### src/rtl/fpm_pkg.sv
package fpm_pkg;
  localparam int CMD_W       = 16;
  localparam int CMD_DIR_BIT = 13;
  localparam int CMD_DYN_BIT = 11;
  localparam int CMD_DSEL_LO = 4;
  localparam int CMD_DSEL_W  = 3;

  typedef struct packed {
    logic load;     // capture command, mask and address
    logic shift;    // advance the mask scan by one position
    logic wordInc;  // next word of the current register
    logic regDone;  // register finished: step address, clear word count
  } fpmStrobe_t;
endpackage

### src/rtl/fpmDatapath.sv
module fpmDatapath
  import fpm_pkg::*;
#(
  parameter int ADDR_W   = 32,
  parameter int DATA_W   = 32,
  parameter int NUM_REGS = 8,
  parameter int WORDS    = 3
) (
  input  logic                         clk,
  input  logic                         rstN,
  input  fpmStrobe_t                   stb,
  input  logic [CMD_W-1:0]             cmdWord,
  input  logic [DATA_W-1:0]            dataRegVal,
  input  logic [ADDR_W-1:0]            startAddr,
  input  logic                         preDec,
  output logic                         loadMaskZero,
  output logic                         mskEmpty,
  output logic                         mskTop,
  output logic                         lastWord,
  output logic                         dirStore,
  output logic [$clog2(NUM_REGS)-1:0]  regIdx,
  output logic [(WORDS>1 ? $clog2(WORDS) : 1)-1:0] wordSel,
  output logic [ADDR_W-1:0]            memAddr,
  output logic [ADDR_W-1:0]            finalAddr
);
  localparam int IDX_W      = $clog2(NUM_REGS);
  localparam int WSEL_W     = (WORDS > 1) ? $clog2(WORDS) : 1;
  localparam int WORD_BYTES = DATA_W / 8;
  localparam int WORD_SHIFT = $clog2(WORD_BYTES);
  localparam logic [ADDR_W-1:0] REG_STEP = ADDR_W'(WORDS * WORD_BYTES);

  logic [NUM_REGS-1:0] selMask, mskQ;
  logic [IDX_W-1:0]    posQ;
  logic [WSEL_W-1:0]   wselQ;
  logic [ADDR_W-1:0]   addrQ, baseAddr;
  logic                preDecQ, dirQ;

  wire unusedInputs = ^{cmdWord, dataRegVal};

  assign selMask      = cmdWord[CMD_DYN_BIT] ? dataRegVal[NUM_REGS-1:0] : cmdWord[NUM_REGS-1:0];
  assign loadMaskZero = (selMask == '0);
  assign mskEmpty     = (mskQ == '0);
  assign mskTop       = mskQ[NUM_REGS-1];
  assign lastWord     = (wselQ == WSEL_W'(WORDS - 1));
  assign dirStore     = dirQ;
  assign regIdx       = preDecQ ? (IDX_W'(NUM_REGS - 1) - posQ) : posQ;
  assign wordSel      = wselQ;
  assign baseAddr     = preDecQ ? (addrQ - REG_STEP) : addrQ;
  assign memAddr      = baseAddr + (ADDR_W'(wselQ) << WORD_SHIFT);
  assign finalAddr    = addrQ;

  always_ff @(posedge clk) begin
    if (!rstN) begin
      mskQ    <= '0;
      posQ    <= '0;
      wselQ   <= '0;
      addrQ   <= '0;
      preDecQ <= 1'b0;
      dirQ    <= 1'b0;
    end else if (stb.load) begin
      mskQ    <= selMask;
      posQ    <= '0;
      wselQ   <= '0;
      addrQ   <= startAddr;
      preDecQ <= preDec;
      dirQ    <= cmdWord[CMD_DIR_BIT];
    end else begin
      if (stb.shift) begin
        mskQ <= mskQ << 1;
        posQ <= posQ + 1'b1;
      end
      if (stb.regDone) begin
        wselQ <= '0;
        addrQ <= preDecQ ? (addrQ - REG_STEP) : (addrQ + REG_STEP);
      end else if (stb.wordInc) begin
        wselQ <= wselQ + 1'b1;
      end
    end
  end

  AST_WORD_WRAP: assert property (@(posedge clk) disable iff (!rstN)
    stb.wordInc |-> !lastWord);
endmodule

### src/rtl/fpmCtrl.sv
module fpmCtrl
  import fpm_pkg::*;
(
  input  logic       clk,
  input  logic       rstN,
  input  logic       start,
  input  logic       loadMaskZero,
  input  logic       mskEmpty,
  input  logic       mskTop,
  input  logic       lastWord,
  input  logic       dirStore,
  input  logic       memAck,
  input  logic       memFault,
  output fpmStrobe_t stb,
  output logic       memReq,
  output logic       memWrite,
  output logic       rfWe,
  output logic       busy,
  output logic       done,
  output logic       fault
);
  typedef enum logic [1:0] {ST_IDLE, ST_SCAN, ST_XFER} fpmState_e;

  fpmState_e stQ, stNxt;
  logic      finish, faultNxt, doneQ, faultQ;

  always_comb begin
    stb      = '0;
    stNxt    = stQ;
    finish   = 1'b0;
    faultNxt = 1'b0;
    case (stQ)
      ST_IDLE: if (start) begin
        stb.load = 1'b1;
        if (loadMaskZero) finish = 1'b1;
        else              stNxt  = ST_SCAN;
      end
      ST_SCAN: begin
        if (mskEmpty) begin
          finish = 1'b1;
          stNxt  = ST_IDLE;
        end else if (mskTop) begin
          stNxt = ST_XFER;
        end else begin
          stb.shift = 1'b1;
        end
      end
      ST_XFER: begin
        if (memFault) begin
          finish   = 1'b1;
          faultNxt = 1'b1;
          stNxt    = ST_IDLE;
        end else if (memAck) begin
          if (lastWord) begin
            stb.shift   = 1'b1;
            stb.regDone = 1'b1;
            stNxt       = ST_SCAN;
          end else begin
            stb.wordInc = 1'b1;
          end
        end
      end
      default: stNxt = ST_IDLE;
    endcase
  end

  always_ff @(posedge clk) begin
    if (!rstN) begin
      stQ    <= ST_IDLE;
      doneQ  <= 1'b0;
      faultQ <= 1'b0;
    end else begin
      stQ    <= stNxt;
      doneQ  <= finish;
      faultQ <= faultNxt;
    end
  end

  assign memReq   = (stQ == ST_XFER);
  assign memWrite = memReq & dirStore;
  assign rfWe     = memReq & memAck & ~memFault & ~dirStore;
  assign busy     = (stQ != ST_IDLE);
  assign done     = doneQ;
  assign fault    = faultQ;

  AST_FAULT_ENDS: assert property (@(posedge clk) disable iff (!rstN)
    fault |-> (done && !busy));
  AST_BUSY_FROM_START: assert property (@(posedge clk) disable iff (!rstN)
    $rose(busy) |-> $past(start));
  AST_EMPTY_FAST: assert property (@(posedge clk) disable iff (!rstN)
    (!busy && start && loadMaskZero) |=> (done && !busy && !memReq));
endmodule

### src/rtl/fpRegListMover.sv
module fpRegListMover
  import fpm_pkg::*;
#(
  parameter int ADDR_W   = 32,
  parameter int DATA_W   = 32,
  parameter int NUM_REGS = 8,
  parameter int WORDS    = 3
) (
  input  logic                        clk,
  input  logic                        rstN,
  input  logic                        start,
  input  logic [CMD_W-1:0]            cmdWord,
  output logic [CMD_DSEL_W-1:0]       dataRegSel,
  input  logic [DATA_W-1:0]           dataRegVal,
  input  logic [ADDR_W-1:0]           startAddr,
  input  logic                        preDec,
  output logic                        busy,
  output logic                        done,
  output logic                        fault,
  output logic [ADDR_W-1:0]           finalAddr,
  output logic                        memReq,
  output logic                        memWrite,
  output logic [ADDR_W-1:0]           memAddr,
  output logic [DATA_W-1:0]           memWdata,
  input  logic [DATA_W-1:0]           memRdata,
  input  logic                        memAck,
  input  logic                        memFault,
  output logic [$clog2(NUM_REGS)-1:0] rfIdx,
  output logic [(WORDS>1 ? $clog2(WORDS) : 1)-1:0] rfWordSel,
  output logic                        rfWe,
  output logic [DATA_W-1:0]           rfWdata,
  input  logic [DATA_W-1:0]           rfRdata
);
  fpmStrobe_t stb;
  logic loadMaskZero, mskEmpty, mskTop, lastWord, dirStore;

  assign dataRegSel = cmdWord[CMD_DSEL_LO +: CMD_DSEL_W];
  assign memWdata   = rfRdata;
  assign rfWdata    = memRdata;

  fpmCtrl u_ctrl (
    .clk(clk), .rstN(rstN), .start(start),
    .loadMaskZero(loadMaskZero), .mskEmpty(mskEmpty), .mskTop(mskTop),
    .lastWord(lastWord), .dirStore(dirStore),
    .memAck(memAck), .memFault(memFault),
    .stb(stb), .memReq(memReq), .memWrite(memWrite), .rfWe(rfWe),
    .busy(busy), .done(done), .fault(fault)
  );

  fpmDatapath #(.ADDR_W(ADDR_W), .DATA_W(DATA_W), .NUM_REGS(NUM_REGS), .WORDS(WORDS)) u_dp (
    .clk(clk), .rstN(rstN), .stb(stb),
    .cmdWord(cmdWord), .dataRegVal(dataRegVal), .startAddr(startAddr), .preDec(preDec),
    .loadMaskZero(loadMaskZero), .mskEmpty(mskEmpty), .mskTop(mskTop),
    .lastWord(lastWord), .dirStore(dirStore),
    .regIdx(rfIdx), .wordSel(rfWordSel), .memAddr(memAddr), .finalAddr(finalAddr)
  );

  AST_REQ_HOLD: assert property (@(posedge clk) disable iff (!rstN)
    (memReq && !memAck && !memFault) |=> (memReq && $stable(memAddr) && $stable(rfIdx)));
  AST_STORE_NO_WE: assert property (@(posedge clk) disable iff (!rstN)
    memWrite |-> !rfWe);
endmodule

### config.mk
export PLATFORM = sky130hd
export DESIGN_NAME = fpRegListMover
export DESIGN_NICKNAME = d
export VERILOG_FILES = /design/src/rtl/fpm_pkg.sv /design/src/rtl/fpmDatapath.sv /design/src/rtl/fpmCtrl.sv /design/src/rtl/fpRegListMover.sv
export SDC_FILE = /design/constraint.sdc
export NUM_CORES = 1
export LEC_CHECK = 0
export ABC_AREA = 1
export CAP_MARGIN = 5
export CORE_MARGIN = 5
export CORE_UTILIZATION = 25
export DETAILED_ROUTE_END_ITERATION = 10
export PLACE_DENSITY_LB_ADDON = 0.25
export SYNTH_ARGS = -nofsm -noshare
export SYNTH_HDL_FRONTEND = slang
export SYNTH_SLANG_ARGS = --single-unit
### constraint.sdc
create_clock -name clk -period 3.2 [get_ports clk]
set_clock_uncertainty 0.05 [all_clocks]
set_input_delay 0.64 -clock clk [delete_from_list [all_inputs] [get_ports clk]]
set_output_delay 0.64 -clock clk [all_outputs]
set_load 0.03 [all_outputs]
==> results.toml, run 1 <==
[run_status]
run_status = "finished with violations"
failed_checks = "negative setup slack"

[logic_synthesis]
synth.top_cells.by_area = "dfxtp_1, nand2_1, buf_4, nor2_1, inv_1"
synthXorXnorAreaFrac = 0.0546
synth_top_family_by_area = "simple AND/OR/NAND/NOR gates"
synth-seq-area-share = 0.175
async_flop_share = 0
synth_enable_flop_cells = 0
synthCells = 981
mappedNetlistNets = 1144
dominant_synthesized_flop_cell = "dfxtp_1"
synth.yosys.warnings = 0
synth_fa_ha_area_frac = 0.0292
synth_top_area_cell = "dfxtp_1"
synth.cell_area_um2 = 5820
multiplexer_share_of_the_synthesized_area = 0.00344
synth_cell_type_count = 50
synth-compound-area-share = 0.135
fraction_of_synthesized_cell_area_taken_by_the_top_area_cell_type = 0.175
yosys.area_share.simple = 0.414
yosys_register_bits = 51
syn_avg_cell_area_um2 = 5.94

[routing]
detail_route.wl_per_cell_um = 15.7
wl_met2_um = 10700
drt-met1-wl_um = 9850
routed-via-count = 6731
routed_wirelength_um = 22600
topRoutingLayerUsed = "met4"
detail_route.drc_violations = 0
first_pass_drt_iterations = 5
routed_via_density = 4.66
wl_met3_um = 1730
drt_iter0_drc = 397
ant_nets = 0

[worst_setup_path]
timing.critical_path.slowest_cell_delay_ns = 0.36
crit_path_most_repeated_cell = "nand2_2"
crit_family = "simple AND/OR/NAND/NOR gates"
crit_path_max_fanout = 4
crit_path_cell_trace = "inv_4, ha_4, nand2_2, o21ai_2, buf_4, fa_2, inv_2, nor2_4, nand2_2, nor3_4, nand2_2, nor2_4, nand2_2, xor2_2, buf_12"
reg2reg_setup_slack_ns = 0.76
timing.critical_path.buf_inv = 4
crit_path_start_kind = "flop"
worst-endpoint-arrival_ns = 2.61
timing.critical_path.to_type = "output pin"
crit_slowest_cell = "dfxtp_2"
timing_worst_setup_path_type = "reg2out"
crit_required_ns = 2.51

[pwr]
finalPower_uw = 7840
leakage_uw = 0.00364
cellPowerDensity_nw_per_um2 = 880
ir_drop_mv = 0.490

[finish]
fraction_of_final_layout_cells_sized_beyond_drive_strength_1 = 0.294
most-common-layout-cells = "nand2_1, clkdlybuf4s50_1, inv_1"
layout-area-overhead-vs-synth_pct = 52.9
fill_cells = 2371
layout.cells.most_common = "nand2_1"
fin_util = 0.391
num-nets-final = 1293
antenna_cells = 0

[floorplanning]
die-width_um = 163
initial_utilization = 0.256
std_cell_rows = 55
die_y_um = 163
coreArea_um2 = 22800
boundaryPins = 292
floorplan.die_area_um2 = 26400

[timing]
rsz_0062_raised_after_global_routing = "true"
finalSetupViolations = 18
slew_headroom = 0.605
worstMarginPinSlew_ns = 0.588
highest_attainable_clock_frequency_mhz = 303
report.final.slew_viol_count = 0
period_share = 1.03
final.min_clock_period_ns = 3.30
hold_viol = 0
setup_ws_ns = -0.0993

[clock_tree]
tritoncts_buffers = 5
clock_tree_from_tritoncts = "done"
numClockSinks = 51
worstSkewPairLatency_ns = 0.31
clock_tree.htree_level_count = 2
cts_hold_buf = 0
ctsRootBufferMaster = "clkbuf_16"
clk_transition_reported_paths_ns = 0.09
clk_buf_depth = 2

[job]
cap_viol_max_count = 0

[global_route]
grt_pass1_wl_um = 34900
track_usage = 0.166
via_count_of_the_first_global_routing_pass = 6441
gr-total-overflow = 0
initial_antenna_violation_count = 0
grt_start_max_net_pins = 43

[placement]
dp.final_hpwl_um = 17800
port_buffers = 133
gp_routability_congestion = 0.919

[min_path]
worstHoldPathType = "reg2reg"
==> per-layer routing <==
layer / vias to the layer above / global-route usage
li1: 3419 / -
met1: 3067 / 0.217
met2: 221 / 0.280
met3: 24 / 0.0354
met4: 0 / 0.0385
met5: - / 0
==> registers in the layout (all words and copies together), names as in the netlist <==
name            count
u_ctrl.done         1
u_ctrl.fault        1
u_ctrl.stQ          2
u_dp.dirStore       1
u_dp.finalAddr     32
u_dp.mskQ           8
u_dp.posQ           3
u_dp.preDecQ        1
u_dp.wordSel        2
==> cells in the mapped netlist, types with 3 or more instances <==
library cell    n
nor2_2         17
dfxtp_1        51
o22ai_1        15
o21ai_0        79
o211ai_1        8
nor4_1          5
nand3_1        59
inv_1         112
inv_2           4
nor2_4          7
nand2_2        12
buf_4          72
xor2_4          3
nand4_1        40
nor3_1         18
clkbuf_1       16
nand2_1       223
xnor2_1         4
buf_2           8
a21oi_1        30
nor2_1        130
xor2_1         21
ha_1           12
==> cells by family (layout without fill, tap and decap cells) <==
logic type | after synthesis | after routing
flops | 51 | 51
compound gates | 143 | 143
buf+inv | 217 | 367
simple gates | 526 | 526
mux | 2 | 2
fa+ha+maj | 13 | 13
xor+xnor | 29 | 29
==> final timing paths <==
check | from | endpoint | cells past startpoint
min | u_dp.mskQ[0]$_SDFFE_PN0P_ | u_dp.mskQ[0]$_SDFFE_PN0P_ | 2
max reg2reg | u_ctrl.stQ[0]$_SDFFE_PN0P_ | u_dp.finalAddr[25]$_SDFFE_PN0P_ | 12
min reg2reg | u_dp.mskQ[0]$_SDFFE_PN0P_ | u_dp.mskQ[0]$_SDFFE_PN0P_ | 2
max | u_dp.finalAddr[2]$_SDFFE_PN0P_ | memAddr[20] | 15
==> worst reg2reg max path: stages, from the launching register on <==
cell and delay, ns:
dfxtp_1 0.40, inv_1 0.08, ha_1 0.25, inv_1 0.07, nor2_1 0.06, inv_1 0.06, nor2_1 0.04, nand2_1 0.08
nand2_1 0.11, nor2_1 0.15, clkinv_1 0.50, buf_12 0.36, o21ai_0 0.16
==> layout make-up <==
type / instances / area, um^2 / area share
timing repair buffer: 241 / 2470 / 0.278
multi-input combinational: 713 / 4390 / 0.493
inverter: 118 / 457 / 0.0513
clock buffer: 5 / 125 / 0.0141
clock inverter: 3 / 28.8 / 0.00323
tap: 313 / 392 / 0.0440
sequential: 51 / 1040 / 0.117
==> what timing repair did <==
action                     CTS  global route
pin swaps                   46            48
hold endpoints to repair     0             0
setup endpoints to repair   24            24
gates resized for setup    104            87
setup buffers               25            19
==> power by group <==
| part | total [uW] | switching [uW] | leakage (uW) | internal [uW] |
|---|---|---|---|---|
| Clock | 605 | 302 | 0.0000767 | 303 |
| Sequential | 1060 | 243 | 0.000422 | 821 |
| Combinational | 6170 | 3620 | 0.00314 | 2550 |
| Total | 7840 | 4160 | 0.00364 | 3670 |
==> through the flow <==
stage          cell area (um^2)  setup slack (ns)   TNS, ns  hold WS (ns)  cells
6_report                   8900           -0.0993    -0.888         0.421   1444
5_1_grt                    8900            -0.251     -4.13         0.446   1444
4_1_cts                    8510            -0.152     -1.51         0.426   1429
3_5_place_dp               7750           -0.0301   -0.0422         0.414   1397
3_3_place_gp               7750           -0.0206   -0.0232         0.401   1397
2_1_floorplan              5950          -0.00342  -0.00342         0.391    981
Note: power is estimated with default switching activity, not from simulation.
==> inputs of run 2 (changes only) <==
CORE_UTILIZATION = 38   (was 25)
CTS_BUF_LIST = sky130_fd_sc_hd__clkbuf_4 sky130_fd_sc_hd__clkbuf_8   (was unset)
==> run 2 against run 1 <==
  * The run still ends with negative setup slack left
  * Cell count decreased by 8.9%
  * Non-clock buffer count decreased by 4
  * First-iteration DRC count increased by 16%
  * Critical endpoint is now memAddr[28]
  * Largest cell class unchanged
  * Highest routed layer unchanged
==> results.toml, run 2 (synthesis results as in run 1) <==
[finish]
final_area_um2 = 8430
most-common-layout-cells = "nand2_1, clkdlybuf4s50_1, nor2_1"
num-nets-final = 1289
layout-area-overhead-vs-synth_pct = 44.7
layout.cells.most_common = "nand2_1"
largest_register_ffs = 32
fill_cells = 1405
antenna_cells = 0
fraction_of_final_layout_cells_sized_beyond_drive_strength_1 = 0.287
fin_util = 0.558

[global_route]
grt_start_max_net_pins = 34
track_usage = 0.223
grt_pass1_wl_um = 32700
initial_antenna_violation_count = 0
gr-total-overflow = 0
via_count_of_the_first_global_routing_pass = 6395

[placement]
gp_routability_congestion = 0.987
dp.final_hpwl_um = 16200
port_buffers = 133
placed_cell_area_um2 = 7300

[routing]
first_pass_drt_iterations = 5
routed-via-count = 6883
detail_route.wl_per_cell_um = 16.1
routed_via_density = 5.23
ant_nets = 0
detail_route.drc_violations = 0
drt_iter0_drc = 461
routed_wirelength_um = 21100

[floorplanning]
die_y_um = 134
die-width_um = 134
coreArea_um2 = 15100
initial_utilization = 0.386
boundaryPins = 292
floorplan.die_area_um2 = 17900
std_cell_rows = 45

[timing]
hold_slack_ns = 0.419
setup_ws_ns = -0.0960
setup_tns_ns = -0.446
report.final.slew_viol_count = 0
finalSetupViolations = 10
worstMarginPinSlew_ns = 0.509
rsz_0062_raised_after_global_routing = "true"
period_share = 1.03
hold_viol = 0
highest_attainable_clock_frequency_mhz = 303
slew_headroom = 0.659
final.min_clock_period_ns = 3.30

[worst_setup_path]
crit_path_start_kind = "flop"
crit_required_ns = 2.51
timing_worst_setup_path_type = "reg2out"
reg2reg_setup_slack_ns = 0.68
reg2reg_depth = 12
crit_path_max_fanout = 3
rr_startpoint = "u_dp.finalAddr[2]$_SDFFE_PN0P_"
timing.critical_path.to_type = "output pin"
worst-endpoint-arrival_ns = 2.61
r2r_end = "u_dp.finalAddr[29]$_SDFFE_PN0P_"

[clock_tree]
numClockSinks = 51
clk_buf_depth = 2
ctsRootBufferMaster = "clkbuf_8"
clock_tree.htree_level_count = 2
tritoncts_buffers = 5
worstSkewPairLatency_ns = 0.32
clock_tree_from_tritoncts = "done"
clk_transition_reported_paths_ns = 0.11

[min_path]
hold_end = "u_dp.mskQ[0]$_SDFFE_PN0P_"
worstHoldPathType = "reg2reg"
hold_depth = 2
hold_start = "u_dp.mskQ[0]$_SDFFE_PN0P_"

[pwr]
cellPowerDensity_nw_per_um2 = 879
finalPower_uw = 7400
leakage_uw = 0.00354
ir_drop_mv = 0.399

[run_status]
failed_checks = "negative setup slack"
run_status = "finished with violations"

[job]
cap_viol_max_count = 0
==> run 2: cell count changes in the layout (fill, tap and decap cells not counted), moves of 3 or more <==
| cell | delta |
|---|---|
| buf_12 | -13 |
| buf_4 | +4 |
| buf_6 | +5 |
| clkbuf_16 | -5 |
| clkbuf_8 | +5 |
| dfxtp_1 | +3 |
| dfxtp_2 | -3 |
| inv_1 | -4 |
| inv_2 | +6 |
| nand2_1 | +5 |
| nand2_2 | -6 |
| nor2_2 | +6 |
| nor2_4 | -4 |
==> run 2: how the worst max path moves through the flow <==
stage | cells after the start | startpoint | endpoint | slack [ns]
global route | 16 | u_dp.finalAddr[2]$_SDFFE_PN0P_ | memAddr[22] | -0.20
detailed placement | 17 | u_dp.finalAddr[2]$_SDFFE_PN0P_ | memAddr[27] | 0.02
floorplan | 16 | u_dp.preDecQ$_SDFFE_PN0P_ | memAddr[21] | -0.003
CTS | 17 | u_dp.finalAddr[3]$_SDFFE_PN0P_ | memAddr[27] | -0.13
finish | 15 | u_dp.finalAddr[2]$_SDFFE_PN0P_ | memAddr[28] | -0.1
global placement | 17 | u_dp.finalAddr[2]$_SDFFE_PN0P_ | memAddr[27] | 0.04
==> run 2: critical path, stage by stage, from the launching register on <==
cell,delay (ns)
dfxtp_2,0.36
inv_2,0.06
buf_6,0.12
ha_4,0.26
ha_4,0.13
fa_2,0.23
inv_2,0.06
nor2_4,0.08
nand2_2,0.08
nor3_4,0.20
buf_4,0.17
inv_2,0.04
nor2_4,0.15
nand4_1,0.12
nand2_2,0.11
buf_12,0.12
==> run 2: timing repair <==
item	CTS	global route
buffers inserted	32	21
hold buffers	0	0
pin swaps	59	63
setup endpoints to repair	23	23
gates resized for setup	93	91
==> run 2: power breakdown <==
group	switching, uW	internal [uW]
Clock	249	163
Sequential	263	818
Combinational	3520	2400
Total	4030	3380
==> run 2: metrics by stage <==
step           cells  worst slack, ns
2_1_floorplan    981         -0.00342
3_3_place_gp    1256           0.0389
3_5_place_dp    1256           0.0235
4_1_cts         1295           -0.135
5_1_grt         1315           -0.198
6_report        1315          -0.0960
==> run 2: area by class of cell <==
class	count	area, um^2	area share
multi-input cells	713	4320	0.512
repair buffers	237	2300	0.273
flip-flops and latches	51	1030	0.123
inverters	118	450	0.0535
well taps	188	235	0.0279
clock buffers	6	76.3	0.00906
clock inverters	2	12.5	0.00149
==> run 2: metal layers <==
layer / vias up / track usage / part of all wire
met5: - / 0 / 0
met3: 70 / 0.0491 / 0.086
met1: 3098 / 0.292 / 0.42
met4: 0 / 0.0640 / 0.034
met2: 315 / 0.368 / 0.46
li1: 3400 / - / -
